==> src/rtl/ledstrip_regif_pkg.sv <==
package ledstrip_regif_pkg;
   localparam int ADDR_W = 8;
   localparam logic [ADDR_W-1:0] OFF_CTRL  = 8'h00;
   localparam logic [ADDR_W-1:0] OFF_BITT  = 8'h04;
   localparam logic [ADDR_W-1:0] OFF_GAPT  = 8'h0C;
   localparam logic [ADDR_W-1:0] OFF_DATA  = 8'h14;
   localparam logic [ADDR_W-1:0] OFF_DMA   = 8'h18;
   localparam logic [ADDR_W-1:0] OFF_IEN   = 8'h1C;
   localparam logic [ADDR_W-1:0] OFF_STAT  = 8'h20;
   // field positions decoded by software
   localparam int CNT_POS   = 16;
   localparam int MODE_POS  = 6;
   localparam int DMAEN_BIT = 5;
   localparam int GIE_BIT   = 5;
   localparam int LVL_POS   = 10;
   localparam int NSRC      = 2;  // 0: finished, 1: cpu request
endpackage

==> src/rtl/ledstrip_pixfifo.sv <==
module ledstrip_pixfifo #(
   parameter int DEPTH = 32,
   parameter int W     = 32,
   localparam int PTR_W = (DEPTH > 1) ? $clog2(DEPTH) : 1,
   localparam int LVL_W = $clog2(DEPTH + 1)
) (
   input  logic             clk,
   input  logic             rst_n,
   input  logic             flush,
   input  logic             push,
   input  logic             pop,
   input  logic [W-1:0]     wdata,
   output logic [W-1:0]     rdata,
   output logic [LVL_W-1:0] level
);
   logic [W-1:0]     mem [DEPTH];
   logic [PTR_W-1:0] wptr, rptr, wnext, rnext;
   logic             do_push, do_pop;

   assign do_push = push && (level != LVL_W'(DEPTH));
   assign do_pop  = pop && (level != '0);
   assign rdata   = mem[rptr];

   generate
      if ((1 << PTR_W) == DEPTH) begin : g_pow2
         assign wnext = wptr + 1'b1;
         assign rnext = rptr + 1'b1;
      end else begin : g_mod
         assign wnext = (wptr == PTR_W'(DEPTH - 1)) ? '0 : wptr + 1'b1;
         assign rnext = (rptr == PTR_W'(DEPTH - 1)) ? '0 : rptr + 1'b1;
      end
   endgenerate

   always_ff @(posedge clk) begin
      if (do_push) mem[wptr] <= wdata;
   end

   always_ff @(posedge clk or negedge rst_n) begin
      if (!rst_n) begin
         wptr  <= '0;
         rptr  <= '0;
         level <= '0;
      end else if (flush) begin
         wptr  <= '0;
         rptr  <= '0;
         level <= '0;
      end else begin
         if (do_push) wptr <= wnext;
         if (do_pop)  rptr <= rnext;
         if (do_push && !do_pop)      level <= level + 1'b1;
         else if (do_pop && !do_push) level <= level - 1'b1;
      end
   end
endmodule

==> src/rtl/ledstrip_irqflags.sv <==
module ledstrip_irqflags #(
   parameter int NSRC = 2
) (
   input  logic            clk,
   input  logic            rst_n,
   input  logic [NSRC-1:0] set,
   input  logic [NSRC-1:0] clr,
   input  logic [NSRC-1:0] en,
   input  logic            gie,
   output logic [NSRC-1:0] flags,
   output logic            irq
);
   logic [NSRC-1:0] gated;

   generate
      for (genvar i = 0; i < NSRC; i++) begin : g_src
         always_ff @(posedge clk or negedge rst_n) begin
            if (!rst_n)      flags[i] <= 1'b0;
            else if (set[i]) flags[i] <= 1'b1;  // set beats clear
            else if (clr[i]) flags[i] <= 1'b0;
         end
         assign gated[i] = flags[i] & en[i];
      end
   endgenerate

   assign irq = gie & (|gated);
endmodule

==> src/rtl/ledstrip_regif.sv <==
module ledstrip_regif
   import ledstrip_regif_pkg::*;
#(
   parameter int DEPTH  = 32,
   parameter int CNT_W  = 13,
   parameter int MODE_W = 3,
   localparam int TRIG_W = $clog2(DEPTH),
   localparam int LVL_W  = $clog2(DEPTH + 1)
) (
   input  logic              clk,
   input  logic              rst_n,
   input  logic              bus_wr,
   input  logic [7:0]        bus_addr,
   input  logic [31:0]       bus_wdata,
   output logic [31:0]       bus_rdata,
   input  logic              frame_done,
   input  logic              pix_ready,
   output logic              pix_valid,
   output logic [31:0]       pix_data,
   output logic              tx_enable,
   output logic [CNT_W-1:0]  px_count,
   output logic [MODE_W-1:0] color_order,
   output logic [31:0]       bit_timing,
   output logic [31:0]       gap_timing,
   output logic              dma_req,
   output logic              irq
);
   generate
      if (CNT_W > 13)        begin : g_bad_cnt  $error("CNT_W exceeds its field"); end
      if (MODE_W > 3)        begin : g_bad_mode $error("MODE_W exceeds its field"); end
      if (TRIG_W > DMAEN_BIT) begin : g_bad_trig $error("DEPTH too large for trigger field"); end
      if (LVL_W > 6)         begin : g_bad_lvl  $error("DEPTH too large for level field"); end
   endgenerate

   logic wr_ctrl, wr_bitt, wr_gapt, wr_data, wr_dma, wr_ien, wr_stat;
   assign wr_ctrl = bus_wr && (bus_addr == OFF_CTRL);
   assign wr_bitt = bus_wr && (bus_addr == OFF_BITT);
   assign wr_gapt = bus_wr && (bus_addr == OFF_GAPT);
   assign wr_data = bus_wr && (bus_addr == OFF_DATA);
   assign wr_dma  = bus_wr && (bus_addr == OFF_DMA);
   assign wr_ien  = bus_wr && (bus_addr == OFF_IEN);
   assign wr_stat = bus_wr && (bus_addr == OFF_STAT);

   logic              act_q, dma_en_q, gie_q;
   logic [TRIG_W-1:0] trig_q;
   logic [NSRC-1:0]   ien_q, flags, set_v, clr_v;
   logic [LVL_W-1:0]  level, room, trig_ext;
   logic              start, pop;

   assign start = wr_ctrl && bus_wdata[0] && !act_q;

   always_ff @(posedge clk or negedge rst_n) begin
      if (!rst_n) begin
         act_q       <= 1'b0;
         px_count    <= '0;
         color_order <= '0;
         bit_timing  <= '0;
         gap_timing  <= '0;
         dma_en_q    <= 1'b0;
         trig_q      <= '0;
         gie_q       <= 1'b0;
         ien_q       <= '0;
      end else begin
         if (wr_ctrl) begin
            act_q       <= bus_wdata[0];
            px_count    <= bus_wdata[CNT_POS +: CNT_W];
            color_order <= bus_wdata[MODE_POS +: MODE_W];
         end else if (frame_done && act_q) begin
            act_q <= 1'b0;
         end
         if (wr_bitt) bit_timing <= bus_wdata;
         if (wr_gapt) gap_timing <= bus_wdata;
         if (wr_dma) begin
            dma_en_q <= bus_wdata[DMAEN_BIT];
            trig_q   <= bus_wdata[TRIG_W-1:0];
         end
         if (wr_ien) begin
            gie_q <= bus_wdata[GIE_BIT];
            ien_q <= bus_wdata[NSRC-1:0];
         end
      end
   end

   assign tx_enable = act_q;

   ledstrip_pixfifo #(.DEPTH(DEPTH), .W(32)) fifo_i (
      .clk   (clk),
      .rst_n (rst_n),
      .flush (start),
      .push  (wr_data),
      .pop   (pop),
      .wdata (bus_wdata),
      .rdata (pix_data),
      .level (level)
   );

   assign pix_valid = (level != '0);
   assign pop       = pix_valid && pix_ready;

   assign trig_ext = {{(LVL_W-TRIG_W){1'b0}}, trig_q};
   assign room     = LVL_W'(DEPTH) - level;
   assign dma_req  = dma_en_q && (room >= trig_ext);

   assign set_v[0] = frame_done && act_q;
   assign set_v[1] = act_q && !dma_en_q && (level < trig_ext);
   assign clr_v    = wr_stat ? bus_wdata[NSRC-1:0] : '0;

   ledstrip_irqflags #(.NSRC(NSRC)) irq_i (
      .clk   (clk),
      .rst_n (rst_n),
      .set   (set_v),
      .clr   (clr_v),
      .en    (ien_q),
      .gie   (gie_q),
      .flags (flags),
      .irq   (irq)
   );

   always_comb begin
      bus_rdata = '0;
      unique case (bus_addr)
         OFF_CTRL: begin
            bus_rdata[CNT_POS +: CNT_W]   = px_count;
            bus_rdata[MODE_POS +: MODE_W] = color_order;
            bus_rdata[0]                  = act_q;
         end
         OFF_BITT: bus_rdata = bit_timing;
         OFF_GAPT: bus_rdata = gap_timing;
         OFF_DMA: begin
            bus_rdata[DMAEN_BIT]    = dma_en_q;
            bus_rdata[TRIG_W-1:0]   = trig_q;
         end
         OFF_IEN: begin
            bus_rdata[GIE_BIT]      = gie_q;
            bus_rdata[NSRC-1:0]     = ien_q;
         end
         OFF_STAT: begin
            bus_rdata[LVL_POS +: LVL_W] = level;
            bus_rdata[NSRC-1:0]         = flags;
         end
         default: bus_rdata = '0;
      endcase
   end

   logic unused_wbits;
   assign unused_wbits = ^bus_wdata;
endmodule

==> config.mk <==
export PLATFORM = sky130hd
export DESIGN_NAME = ledstrip_regif
export DESIGN_NICKNAME = d
export VERILOG_FILES = /design/src/rtl/ledstrip_regif_pkg.sv /design/src/rtl/ledstrip_pixfifo.sv /design/src/rtl/ledstrip_irqflags.sv /design/src/rtl/ledstrip_regif.sv
export SDC_FILE = /design/constraint.sdc
export NUM_CORES = 1
export LEC_CHECK = 0
export ABC_AREA = 1
export BUFFER_PORTS_ARGS = -buffer_cell sky130_fd_sc_hd__buf_2
export CAP_MARGIN = 0
export CORE_UTILIZATION = 50
export DETAILED_ROUTE_END_ITERATION = 16
export GPL_ROUTABILITY_DRIVEN = 0
export PLACE_DENSITY = 0.67
export SYNTH_ARGS = -nofsm -noshare
export SYNTH_HDL_FRONTEND = slang
export SYNTH_HIERARCHICAL = 1
export SYNTH_SLANG_ARGS = --single-unit
==> constraint.sdc <==
create_clock -name clk -period 11.3 [get_ports clk]
set_input_delay 1.695 -clock clk [delete_from_list [all_inputs] [get_ports clk]]
set_output_delay 1.695 -clock clk [all_outputs]
set_load 0.05 [all_outputs]
# After elaboration in Yosys (flattened, before gate mapping)
# Memories as Yosys holds them, arrays and structs flattened.
# Cells that the tools add are included.
# W data, S select, Z words.
[totals] latch_bits=0 mem_bits_ro=0 mem_bits_rw=1024 n_memories=1 reg_bits=108
[classes] n_div=0 eq_ne=7 reduce_logical=31 addsub=5 mul=0 order_cmp=2 n_mux=25 shift=0 n_bitwise=3
[memory_table] memory="fifo_i.mem" depth=32 width=32 read_ports=1 rd_clocked_by_memory_dff=0 wr=1 line="ledstrip_pixfifo.sv:16" rtl="logic [W-1:0] mem [DEPTH];"
[op_table] operator="$pmux W13 S3" n=1
[op_table] operator="$eq A8 B5 Y1 const B" n=3
[op_table] operator="$mux W5" n=4
[op_table] operator="$logic_and A1 B1 Y1" n=18
[op_table] operator="$mux W6" n=3
[op_table] operator="$pmux W3 S3" n=2
[op_table] operator="$pmux W6 S3" n=1
[op_table] operator="$add A5 B1 Y5 const B" n=2
[op_table] operator="$reduce_bool A2 Y1" n=5
[op_table] operator="$eq A8 B3 Y1 const B" n=1
[op_table] operator="$eq A8 B4 Y1 const B" n=1
[op_table] operator="$eq A8 B6 Y1 const B" n=1
[op_table] operator="$logic_not A8 Y1" n=1
[op_table] operator="$mux W1" n=8
[op_table] operator="$add A6 B1 Y6 const B" n=1
[op_table] operator="$ge A6 B5 Y1" n=1
[op_table] operator="$lt A6 B5 Y1" n=1
[op_table] operator="$ne A6 B6 Y1 const B" n=1
[op_table] operator="$pmux W1 S6" n=1
[op_table] operator="$pmux W3 S2" n=1
[op_table] operator="$reduce_bool A6 Y1" n=1
[op_table] operator="$sub A6 B1 Y6 const B" n=1
[op_table] operator="$sub A6 B6 Y6 const A" n=1
[op_table] operator="$pmux W1 S5" n=1
[op_table] operator="7 further kinds" n=12

# Depth between registers and ports, before layout
# Gate-level depths: netlist (run 1).
[depth] ltp_word=8 ltp_mapped=15

# Cells and area by module
# Netlist (run 1), hierarchy kept.
[by_module_without_submodules] module="ledstrip_pixfifo" cells_per_inst=3466 n_inst=1 seq_area_each_um2=31149.9 area_per_inst_um2=42261.8
[by_module_without_submodules] module="ledstrip_regif" cells_per_inst=545 n_inst=1 seq_area_each_um2=2252.2 area_per_inst_um2=4534.3
[by_module_without_submodules] module="ledstrip_irqflags" cells_per_inst=10 n_inst=1 seq_area_each_um2=50.0 area_per_inst_um2=92.6

# Least setup slack after synthesis (run 1)
# No wires, ideal clock.
[synth_timing] kind="input port to flip-flop" start="input bus_wr" end="memory fifo_i.mem[23][0] (enable)" path_slack_ps=5850 n_path_buf=1 setup_ps=461 path_stages=7 arrival_ps=4988 required_ps=10839 cell_sequence="clkbuf_2 -> inv_1 -> nor3_1 -> inv_1 -> nor2_2 -> nand3_1 -> nor3_1"
[synth_via] elab_chain_cells=4
[synth_lines] item="start, declared" line="ledstrip_regif.sv:12" rtl="input logic bus_wr,"
[synth_lines] item="$logic_and A1 B1 Y1" line="ledstrip_regif.sv:39" rtl="assign wr_data = bus_wr && (bus_addr == OFF_DATA);"
[synth_lines] item="named net wr_data" line="ledstrip_regif.sv:35" rtl="logic wr_ctrl, wr_bitt, wr_gapt, wr_data, wr_dma, wr_ien, wr_stat;"
[synth_lines] item="$logic_and A1 B1 Y1" line="ledstrip_pixfifo.sv:20" rtl="assign do_push = push && (level != LVL_W'(DEPTH));"
[synth_lines] item="$mux W1" line="ledstrip_pixfifo.sv:35" rtl="if (do_push) mem[wptr] <= wdata;"
[synth_lines] item="$mux W1 (not written as such)" line="ledstrip_pixfifo.sv:35"
[synth_lines] item="end, declared" line="ledstrip_pixfifo.sv:16"
# The timed path passes the listed nets, and every way through them passes these cells.

# Worst setup path after layout (run 1)
[layout_timing] start="register fifo_i.rptr[0]" end="output pix_data[20]"
[layout_via] elab_chain_cells=1
[layout_lines] item="start, declared" line="ledstrip_pixfifo.sv:17" rtl="logic [PTR_W-1:0] wptr, rptr, wnext, rnext;"
[layout_lines] item="start signal, assigned" line="ledstrip_pixfifo.sv:49" rtl="if (do_pop) rptr <= rnext;"
[layout_lines] item="$mem_v2 Z32 W32"
[layout_lines] item="end, declared" line="ledstrip_regif.sv:19" rtl="output logic [31:0] pix_data,"
# Every way passes these cells.

==> qor.yml, run 1 <==
cts:
  clk_pin_slew_worst_paths_ns: 0.06
  holdBufCountCts: 0
  post-cts-setup-buffer-count: 0
  cts_tree: "done"
  clk_latency_ns: 0.70
  cts-root-buf: "clkbuf_16"
  numCtsBuffers: 114
  cts_resized: 0
  cts_htree_levels: 3
  cts_sinks: 1132
  clock_path_buffers: 3
yosys:
  ys_seq_area_share_pct: 71.3
  synth_async_sr_flop_share_pct: 9.54
  avgSynthCellArea_um2: 11.7
  synth_flop_cell: "edfxtp_1"
  synth_edf_count: 1024
  ys_types: 38
  synth_cells: 4021
  syn-num-nets: 4086
  ys_ff_latch: 1132
  synthesis.area_um2: 46900
  yosysWarnings: 6
die:
  fp-row-count: 111
  coreArea_um2: 92200
  die_area_um2: 95000
  initial_utilization_pct: 50.8
  pin_count: 193
  die_width_um: 308
  die_h_um: 308
global_routing:
  antenna_found_initial: 6
  grt_pass1_vias: 29500
  grt_max_degree: 199
  grt_pass1_wl_um: 191000
  grt-ovfl-total: 0
  track_usage_pct: 27.3
sta:
  rsz0062_at_grt: "false"
  setup_slack_ns: 4.73
  hold_violations: 0
  worst_slew_pin_slew_ns: 1.17
  setup_viol: 0
  finalSetupTns_ns: 0
  max_clock_freq_ghz: 0.152
  post-route-period-util_pct: 58.1
  drv_slew: 0
  period_minus_slack_ns: 6.57
  max_slew_margin_pct: 21.9
  whs_ns: 0.512
  skew_ns: 0.0170
power_and_ir_drop:
  p_sw_uw: 4890
  p_sw_share_pct: 38.6
  clkPwrFrac_pct: 28.9
  ir_drop_mv: 0.358
  p_leak_uw: 0.0189
  p_int_uw: 7770
  power_density_nw_per_um2: 242
  p_seq_share_pct: 37.6
  combPwrFrac_pct: 33.5
critical_path:
  required_ns: 9.61
  worstSetupEndpointType: "output port"
  cp.arrival_ns: 4.87
  cp_max_fo: 198
  startpoint_type: "flop"
  crit_type: "reg2out"
place:
  dpl_worst_slack_ns: 5.55
  io_buffers: 192
  place_area_um2: 48800
  dp.final_hpwl_um: 68700
cells_and_area:
  nets: 4211
  area_growth_pct: 11.8
  final_util_pct: 56.8
  fill_cells: 7618
  design_area_um2: 52400
  drive_above_1_share_pct: 11.4
detailed_routing:
  drtPass1Iterations: 5
  finalWirelength_um: 129000
  drc_errors: 0
  antenna_left: 0
  via_per_inst: 5.73
  wl_per_cell_um: 23.6
  routed-via-count: 31500
  drt_iter0_drc: 3645
job:
  maxCapViolations: 0
min_path:
  worstHoldPathType: "reg2reg"
status:
  status: "complete, no violations"
## cell usage in the layout (no fill, tap or decap), drive strengths merged
cell type	Yosys	final
a211oi	2	2
a21oi	75	75
a22o	4	4
and2	1	1
buf	104	247
bufinv	0	7
clkbuf	134	144
clkinv	0	54
clkinvlp	0	5
dfrtp	108	108
diode	0	3
edfxtp	1024	1024
fa	1	1
ha	19	19
inv	185	187
nand2	516	516
nand3	175	175
nand4	2	2
nor2	829	829
nor3	12	12
nor3b	1	1
o211ai	138	138
o21ai	619	619
o21bai	2	2
or2	64	64
xnor2	3	3
xor2	3	3
## flip-flops by register name, summed over array words and instances (netlist names), 5 cells and up
name / flops
trig_q: 5
gap_timing: 32
fifo_i/rptr: 5
fifo_i/mem: 1024
fifo_i/level: 6
bit_timing: 32
px_count: 13
fifo_i/wptr: 5
## power by group through the flow
stage,sequential (uW),clock [uW],combinational [uW]
final,4770,3660,4240
after global routing,4770,3850,4640
after CTS,4760,3690,4220
after detailed placement,4850,0,4200
after global placement,4850,0,4160
after floorplan,4770,0,3090
## layout make-up
class | instances | area [um^2] | share of cell area (%)
well taps | 1243 | 1560 | 2.97
clock buffers | 144 | 3050 | 5.82
flip-flops and latches | 1132 | 33500 | 63.8
repair buffers | 247 | 1400 | 2.67
inverters | 185 | 707 | 1.35
multi-input cells | 2466 | 11700 | 22.3
diodes | 3 | 7.51 | 0.0143
clock inverters | 68 | 543 | 1.04
## stage by stage
step,power [uW],std cells
after floorplan,7870,4021
after global placement,9000,5273
after detailed placement,9040,5273
after CTS,12700,5485
after global routing,13300,5488
final,12700,5488
## cell usage after synthesis (4+ instances only)
cell type  number  share of area, %
or2_1          64              0.85
edfxtp_1     1024                66
nand2_1       512               4.1
nor2_4          4             0.096
dfrtp_1       108               5.8
clkbuf_1      129               1.0
clkbuf_2        5             0.053
buf_2          28              0.30
nor2_1        822               6.6
buf_4          19              0.30
inv_1         184               1.5
o211ai_1      138               2.2
a21oi_1        74              0.79
nor3_1         11              0.12
o21ai_2        18              0.34
buf_1          22              0.18
ha_1           19              0.51
nand3_1       174               1.9
buf_6          32              0.77
o21ai_1       177               1.9
a22o_1          4             0.075
o21ai_0       424               4.5
## routing by layer
layer	GRT usage (%)	share of wire, %	vias to the layer above
li1	-	-	14300
met1	38.3	41	15500
met2	42.6	47	1413
met3	4.68	8.8	249
met4	10.5	3.7	0
met5	0	0	-
## logic make-up after synthesis
logic type,Yosys count,share of synthesized area (%)
simple gates,1600,13.8
buf+inv,423,4.24
xor+xnor,6,0.112
fa+ha+maj,20,0.550
flops,1132,71.3
compound gates,840,9.91
## worst paths after layout
path                            startpoint                 to  slack [ns]  cells past startpoint
min                         gap_timing[27]     gap_timing[27]        0.51                      2
max                         fifo_i/rptr[0]       pix_data[20]        4.73                     11
min in group asynchronous            rst_n     gap_timing[27]        0.99                      1
min reg2reg                 gap_timing[27]     gap_timing[27]        0.51                      2
max in group asynchronous            rst_n     fifo_i/rptr[0]        8.91                      2
max reg2reg                fifo_i/level[1]  fifo_i/mem[6][12]        7.77                      7
## critical path, stage by stage, from the launching register on
cell and delay (ns):
dfrtp_4 0.96, buf_12 0.52, buf_4 0.89, o21ai_0 0.20
o21ai_1 0.17, nand2_1 0.07, nand2_1 0.09, nor2_1 0.05
nand2_1 0.13, nand2_1 0.20, inv_1 0.12, buf_2 0.27
Note: power is estimated with default switching activity, not from simulation.
==> run 2: changes to the inputs <==
==> constraint.sdc (replaced) <==
create_clock -name clk -period 6.5 [get_ports clk]
set_input_delay 0.975 -clock clk [delete_from_list [all_inputs] [get_ports clk]]
set_output_delay 0.975 -clock clk [all_outputs]
set_load 0.05 [all_outputs]
==> run 2 against run 1 <==
Effect of this change:
- critical path depth decreased by 2
- register-to-register slack worse by 4.5 ns
- first-iteration DRC count is 5.3% lower
- highest routed layer unchanged
==> qor.yml, run 2 (synthesis gave the netlist of run 1 again) <==
global_routing:
  track_usage_pct: 25.9  # -1.4 points
  grt-ovfl-total: 0  # unchanged
  grt_pass1_wl_um: 183000  # -3.9%
  grt_pass1_vias: 29300  # -0.63%
  grt_max_degree: 185  # -7.0%
  antenna_found_initial: 2  # -4
die:
  die_width_um: 308  # unchanged
  die_area_um2: 95000  # unchanged
  coreArea_um2: 92200  # unchanged
  initial_utilization_pct: 50.8  # unchanged
  die_h_um: 308  # unchanged
  fp-row-count: 111  # unchanged
  pin_count: 193  # unchanged
critical_path:
  worstSetupEndpointType: "output port"
  startpoint_type: "flop"
  cp_max_fo: 141  # -29%
  crit_top_cell: "nand2_1"
  slowest_stage: "dfrtp_4"
  crit_type: "reg2out"
  cp.arrival_ns: 4.03  # -0.84 ns
  crit_chain: "inv_8, buf_4, o21ai_0, a21oi_1, nor2_1, nand2_1, nand2_1, inv_1, buf_2"
  cpLargestDelayFamily: "buffers and inverters"
  crit_path_max_incr_delay_ns: 0.78  # -0.18 ns
  crit_buf_inv: 4  # unchanged
  required_ns: 5.52  # -4.09 ns
detailed_routing:
  drc_errors: 0  # unchanged
  wl_per_cell_um: 22.4  # -4.8%
  finalWirelength_um: 123000  # -5.1%
  drtPass1Iterations: 6  # +1
  via_per_inst: 5.65  # -1.4%
  antenna_left: 0  # unchanged
  routed-via-count: 30900  # -1.8%
  drt_iter0_drc: 3450  # -5.3%
min_path:
  worstHoldPathType: "in2async"
sta:
  period_minus_slack_ns: 5.00
  setup_viol: 0  # unchanged
  worst_slew_pin_slew_ns: 1.32  # +0.145 ns
  rsz0062_at_grt: "false"
  finalSetupTns_ns: 0  # unchanged
  hold_violations: 0  # unchanged
  post-route-period-util_pct: 76.9
  whs_ns: 0.347  # -0.165 ns
  drv_slew: 0  # unchanged
  max_clock_freq_ghz: 0.200
  max_slew_margin_pct: 12.0  # -9.9 points
  skew_ns: 0.0226  # +0.00557 ns
cts:
  clk_pin_slew_worst_paths_ns: 0.07  # about the same
  cts-root-buf: "clkbuf_16"
  holdBufCountCts: 0  # unchanged
  cts_htree_levels: 3  # unchanged
  clk_latency_ns: 0.69  # about the same
  cts_resized: 0  # unchanged
  clock_path_buffers: 3  # unchanged
  numCtsBuffers: 111  # -2.6%
  post-cts-setup-buffer-count: 0  # unchanged
  cts_tree: "done"
  cts_sinks: 1132  # unchanged
cells_and_area:
  final_cell_mix: "edfxtp_1, nor2_1, nand2_1"
  final_common_cell: "edfxtp_1"
  reg_top3: "fifo_i/mem x1024, bit_timing x32, gap_timing x32"
  area_growth_pct: 11.7  # about the same
  drive_above_1_share_pct: 11.1  # -0.31 points
  nets: 4192  # -0.45%
  final_util_pct: 56.8  # about the same
  largest_reg_flops: 1024  # unchanged
  top_register: "fifo_i/mem"
power_and_ir_drop:
  p_leak_uw: 0.0188  # -0.24%
  power_density_nw_per_um2: 425  # +76%
  ir_drop_mv: 0.697  # +94%
place:
  io_buffers: 192  # unchanged
  dp.final_hpwl_um: 68800  # about the same
job:
  maxCapViolations: 0  # unchanged
status:
  status: "complete, no violations"
run 2: path summary, 6_finish.rpt:
kind / from / endpoint / slack, ns / cells past startpoint
worst max-delay path: fifo_i/rptr[0] / pix_data[27] / 1.50 / 9
worst max register to register: fifo_i/level[2] / fifo_i/mem[10][30] / 3.22 / 7
worst min-delay path: rst_n / gap_timing[20] / 0.35 / 1
max in group asynchronous: rst_n / gap_timing[5] / 4.96 / 2
min in group clk: ien_q[1] / ien_q[1] / 0.51 / 2
worst min register to register: ien_q[1] / ien_q[1] / 0.51 / 2
run 2: through the flow:
| step | setup WS (ns) | instance area, um^2 | instances | total power, uW |
|---|---|---|---|---|
| 2_1_floorplan | 1.77 | 46900 | 4021 | 13700 |
| 3_3_place_gp | 2.01 | 48700 | 5257 | 15900 |
| 3_5_place_dp | 1.97 | 48700 | 5257 | 15900 |
| 4_1_cts | 1.48 | 52400 | 5467 | 22300 |
| 5_1_grt | 1.24 | 52400 | 5467 | 23400 |
| 6_report | 1.50 | 52400 | 5468 | 22300 |
run 2: metal layers:
metal	vias to the layer above	GRT usage (%)	part of all wire, %
met2	1317	41.6	48
met3	201	4.30	7.9
met4	0	8.17	3.0
met5	-	0	0
li1	14300	-	-
met1	15100	36.0	42
run 2: worst register-to-register path: stages (launching register included):
cell,delay [ns]
dfrtp_1,0.50
nor2_1,0.11
nand2_1,0.08
nor2_1,0.04
nor2_2,0.33
nand2_1,0.57
nor2_4,0.89
buf_4,0.41
run 2: where the power goes:
group / internal, uW / switching, uW
Sequential: 8010 / 231
Combinational: 1940 / 5670
Clock: 3700 / 2730
Total: 13600 / 8630
run 2: final cells by class:
cell class                      instances  area, um^2
Clock inverter                         67         648
Tap cell                             1243        1560
Clock buffer                          143        3000
Inverter                              185         707
Antenna cell                            1        2.50
Timing Repair Buffer                  231        1330
Fill cell                            7561       39800
Sequential cell                      1132       33500
Multi-Input combinational cell       2466       11700
